File: src/rtl/onew_tick_pkg.sv
package onew_tick_pkg;
   // Default field layout of the configuration byte
   localparam int unsigned CFG_W_DEF  = 8;
   localparam int unsigned EN_BIT_DEF = 7;
   localparam int unsigned SEL_W_DEF  = 2;
   localparam int unsigned EXP_W_DEF  = 3;

   // Total divide ratio for a given prescale selector and exponent
   function automatic int unsigned div_ratio(input int unsigned sel, input int unsigned expo);
      return (2 * sel + 1) << expo;
   endfunction
endpackage

File: src/rtl/onew_prescale_cnt.sv
module onew_prescale_cnt #(
   parameter int unsigned SEL_W = 2,
   localparam int unsigned CNT_W = SEL_W + 1
) (
   input  logic             clk,
   input  logic             rst_n,
   input  logic             clr,
   input  logic             run,
   input  logic [SEL_W-1:0] sel,
   output logic             wrap
);
   logic [CNT_W-1:0] cnt_q;
   logic [CNT_W-1:0] last;

   // Odd factor 2*sel+1 counts 0 .. 2*sel
   assign last = {sel, 1'b0};
   assign wrap = run && (cnt_q == last);

   always_ff @(posedge clk or negedge rst_n) begin
      if (!rst_n) begin
         cnt_q <= '0;
      end else if (clr || !run || wrap) begin
         cnt_q <= '0;
      end else begin
         cnt_q <= cnt_q + 1'b1;
      end
   end
endmodule

File: src/rtl/onew_pow2_cnt.sv
module onew_pow2_cnt #(
   parameter int unsigned EXP_W = 3,
   localparam int unsigned CNT_W = (1 << EXP_W) - 1
) (
   input  logic             clk,
   input  logic             rst_n,
   input  logic             clr,
   input  logic             run,
   input  logic             step,
   input  logic [EXP_W-1:0] expo,
   output logic             wrap
);
   logic [CNT_W-1:0] cnt_q;
   logic [CNT_W-1:0] last;

   // Terminal count 2^expo - 1: low expo bits set, the rest clear
   for (genvar i = 0; i < CNT_W; i++) begin : g_last
      assign last[i] = (i < int'(expo));
   end

   assign wrap = run && (cnt_q == last);

   always_ff @(posedge clk or negedge rst_n) begin
      if (!rst_n) begin
         cnt_q <= '0;
      end else if (clr || !run) begin
         cnt_q <= '0;
      end else if (step) begin
         if (wrap) begin
            cnt_q <= '0;
         end else begin
            cnt_q <= cnt_q + 1'b1;
         end
      end
   end
endmodule

File: src/rtl/onew_tick_gen.sv
module onew_tick_gen
   import onew_tick_pkg::*;
#(
   parameter int unsigned CFG_W  = CFG_W_DEF,
   parameter int unsigned EN_BIT = EN_BIT_DEF,
   parameter int unsigned SEL_W  = SEL_W_DEF,
   parameter int unsigned EXP_W  = EXP_W_DEF
) (
   input  logic             clk,
   input  logic             rst_n,
   input  logic             cfg_wr,
   input  logic [CFG_W-1:0] cfg_wdata,
   output logic             tick,
   output logic             ready
);
   localparam int unsigned FIELD_W = SEL_W + EXP_W;

   if (EN_BIT >= CFG_W) begin : g_bad_en
      $error("enable bit lies outside the configuration byte");
   end
   if (FIELD_W > EN_BIT) begin : g_bad_fields
      $error("divisor fields overlap the enable bit");
   end
   if (SEL_W < 1 || EXP_W < 1) begin : g_bad_width
      $error("prescale and exponent fields need at least one bit");
   end

   logic [CFG_W-1:0] cfg_q;
   logic             run;
   logic             pre_wrap;
   logic             pow_wrap;
   logic             full_wrap;
   logic             tick_q;
   logic             ready_q;
   logic             unused_cfg_bits;

   always_ff @(posedge clk or negedge rst_n) begin
      if (!rst_n) begin
         cfg_q <= '0;
      end else if (cfg_wr) begin
         cfg_q <= cfg_wdata;
      end
   end

   assign run = cfg_q[EN_BIT];
   assign unused_cfg_bits = ^cfg_q;

   onew_prescale_cnt #(.SEL_W(SEL_W)) u_pre (
      .clk  (clk),
      .rst_n(rst_n),
      .clr  (cfg_wr),
      .run  (run),
      .sel  (cfg_q[SEL_W-1:0]),
      .wrap (pre_wrap)
   );

   onew_pow2_cnt #(.EXP_W(EXP_W)) u_pow (
      .clk  (clk),
      .rst_n(rst_n),
      .clr  (cfg_wr),
      .run  (run),
      .step (pre_wrap),
      .expo (cfg_q[SEL_W +: EXP_W]),
      .wrap (pow_wrap)
   );

   assign full_wrap = pre_wrap && pow_wrap && !cfg_wr;

   always_ff @(posedge clk or negedge rst_n) begin
      if (!rst_n) begin
         tick_q  <= 1'b0;
         ready_q <= 1'b0;
      end else begin
         tick_q <= full_wrap;
         if (cfg_wr) begin
            ready_q <= 1'b0;
         end else if (full_wrap) begin
            ready_q <= 1'b1;
         end
      end
   end

   assign tick  = tick_q;
   assign ready = ready_q;
endmodule

File: config.mk
export PLATFORM = sky130hd
export DESIGN_NAME = onew_tick_gen
export DESIGN_NICKNAME = d
export VERILOG_FILES = /design/src/rtl/onew_tick_pkg.sv /design/src/rtl/onew_prescale_cnt.sv /design/src/rtl/onew_pow2_cnt.sv /design/src/rtl/onew_tick_gen.sv
export SDC_FILE = /design/constraint.sdc
export NUM_CORES = 1
export LEC_CHECK = 0
export ABC_AREA = 1
export BUFFER_PORTS_ARGS = -buffer_cell sky130_fd_sc_hd__buf_2
export CELL_PAD_IN_SITES_DETAIL_PLACEMENT = 0
export CELL_PAD_IN_SITES_GLOBAL_PLACEMENT = 2
export CORE_MARGIN = 3
export CORE_UTILIZATION = 29
export CTS_CLUSTER_DIAMETER = 80
export CTS_CLUSTER_SIZE = 28
export DETAILED_ROUTE_END_ITERATION = 16
export PLACE_DENSITY_LB_ADDON = 0.1
export SLEW_MARGIN = 20
export SYNTH_ARGS = -nofsm -noshare
export SYNTH_HDL_FRONTEND = slang
export SYNTH_HIERARCHICAL = 1
export SYNTH_SLANG_ARGS = --single-unit
File: constraint.sdc
create_clock -name clk -period 1.6 [get_ports clk]
set_clock_uncertainty 0.15 [all_clocks]
set_input_delay 0 -clock clk [delete_from_list [all_inputs] [get_ports clk]]
set_output_delay 0 -clock clk [all_outputs]
set_load 0.05 [all_outputs]
==> run summary <==
Tcrit/Tclk final - 94.7%
Mapped Cells - 144
Cell row count - 21
TritonRoute pass-1 iters - 4
Worst-Margin Slew - 423 ps
Cell Chain, Critical Path - buf_6 > nor2_4 > nor2_2 > nand2_1 > nor2_2 > nand3_4 > inv_2 > nand3_2 > nand2_1
Yosys warning count - 6
1st-iter DRT viols - 55
Final #Nets - 199
Synth top cells by count - nand2_1, inv_1, dfrtp_1
Placed cell areas - 1210 um2
Max clock buf depth - 2
Post-synth top area share - 42.5%
Initial Util - 31.0%
Remaining DRCs - 0
Crit Path Category - register to register
Die X-Extent - 66.5 um
CP arrival - 1610 ps
Die ar. - 4420 um2
Post-route cell area - 1500 um2
Post-route setup slack - 85.2 ps
Routed WL per cell - 11.2 um
Dpl hpwl - 1.86 mm
Synthesized cell area - 1060 um2
Post-Syn Nets - 157
Critical path buffer and inverter count - 2
Largest net degree at the start of global routing - 19
Slew HR - 71.8%
CTS Sinks - 18
Final setup violation count - 0
IO Port Bufs - 10
Dpl cells - 206
CP peak stage delay - 470 ps
Fraction of layout cells with a size suffix above 1 - 29.7%
Avg Inst Size Synth - 7.36 um2
Count of endpoints failing hold in the final timing report - 0
Grt ovf - 0
Setup crit start kind - register
Kind of end point of the critical path - register
Final Core Density - 43.8%
Fmax - 0.660 GHz
Vias - 1010
Vias in the first global route - 1016
Tmin final - 1510 ps
All-Layer GR Usage - 13.5%
Most area-consuming cells after synthesis - dfrtp_1, nand2_1, inv_1, nand3_1, nor2_2
Post-route ant nets - 0
Number of enable flip-flop cells after synthesis - 0
Top_reg_cell synth - dfrtp_1
Post-synth cell types - 19
Root buffer selected by CTS - clkbuf_4
Max Cap Viol - 0
Worst EP required - 1690 ps
Status - finished clean
Inserted Clock Buffers - 3
Placement Setup Slack - 3.01 ps
WL final - 2.59 mm
Count leader, synth - nand2_1
Initial antenna violation count - 0
Boundary pin count - 13
CTS tree - yes
Unrepaired setup endpoints after global routing - yes
Post-synth ARST share - 100%
Worst-skew pair later-pin latency - 290 ps
Final Slew Violations - 0
Sequential share of the synthesized area - 42.5%
H-tree depth - 1
Area leader, netlist - dfrtp_1
Post-DR vias/cell - 4.37
Worst VDD drop - 0.000309 V
Final Non-Filler Cells - 231
First-pass GRT wire length - 4.49 mm
CTS clk-pin slew, worst paths - 110 ps
Routability Congestion - 0.704
Pwr Density - 658 nW/um2
N_diodes - 0
Die Span Y - 66.5 um
Crit path max fanout - 8
Leak - 0.000774 uW
Hold Crit Class - primary input to async pin
Delay-heaviest family, CP - simple AND/OR/NAND/NOR gates
Worst hold margin - 10.7 ps
Area Growth Syn to Fin - 41.3%
#FFs+latches synth - 18
Worst path slowest cell - dfrtp_2
Fillers - 370
Core Footprint - 3420 um2
[final timing paths]
path                                           from                    endpoint  slack, ps  depth (start not counted)
max reg2reg                    cfg_q[4]$_DFFE_PN0P_           ready$_DFFE_PN0P_         90                          9
min reg2reg                u_pre/cnt_q[0]$_DFF_PN0_    u_pre/cnt_q[0]$_DFF_PN0_        330                          1
min                                           rst_n  u_pow/cnt_q[5]$_DFFE_PN0P_         10                          2
max                            cfg_q[4]$_DFFE_PN0P_           ready$_DFFE_PN0P_         90                          9
max in group asynchronous                     rst_n        cfg_q[3]$_DFFE_PN0P_        970                          2
min in group clk                             cfg_wr        cfg_q[7]$_DFFE_PN0P_         10                          4
[area by class of cell]
cell class,instances,area (um2),area share [%]
multi-input combinational,101,564,37.7
sequential,18,453,30.2
timing repair buffer,38,297,19.8
inverter,24,90.1,6.02
tap,46,57.6,3.84
clock buffer,4,36.3,2.42
[kinds of logic (layout without fill, tap and decap cells)]
family	Yosys count	count (layout)	share of synthesized area, %
flops	18	18	42.5
xor+xnor	6	6	4.96
buf+inv	25	66	9.56
compound gates	8	8	5.08
simple gates	85	85	35.5
fa+ha+maj	2	2	2.36
[cell usage in the layout, fill, tap and decap left out, drive strengths merged]
cell type	Yosys	final
inv	24	24
nand3	11	11
nor2	16	16
xnor2	1	1
dlygate4sd3	0	13
ha	2	2
dfrtp	18	18
xor2	5	5
o21bai	1	1
buf	1	25
nand4	3	3
nand2	51	51
or2	1	1
clkbuf	0	4
nor3	3	3
o21ai	5	5
a21oi	2	2
[metal layers]
metal  part of all wire [%]  vias up  track usage [%]
met5                      0        -                0
met4                   0.89        0             6.09
met3                    2.0        2             2.02
met2                     54        9             24.8
met1                     43      477             15.3
li1                       -      522                -
[stage by stage]
stage | TNS [ps] | total power (uW)
3_3_place_gp | 0 | 643
2_1_floorplan | 0 | 588
5_1_grt | -73.2 | 1060
3_5_place_dp | 0 | 644
6_report | 0 | 986
4_1_cts | 0 | 960
[where the power goes]
group	switching (uW)	internal, uW
Clock	150	139
Sequential	25.2	473
Combinational	103	96.5
[state kept, by name (all words and copies together) (netlist names)]
name,count
tick,1
u_pre/cnt_q,3
cfg_q,6
u_pow/cnt_q,7
ready,1
[repair_timing]
item,CTS,global route
hold endpoints to repair,24,0
endpoints found under the setup margin,2,9
hold buffers,13,0
resized for setup,1,20
buffers inserted,0,8
pin swaps,0,4
Note: power is estimated with default switching activity, not from simulation.
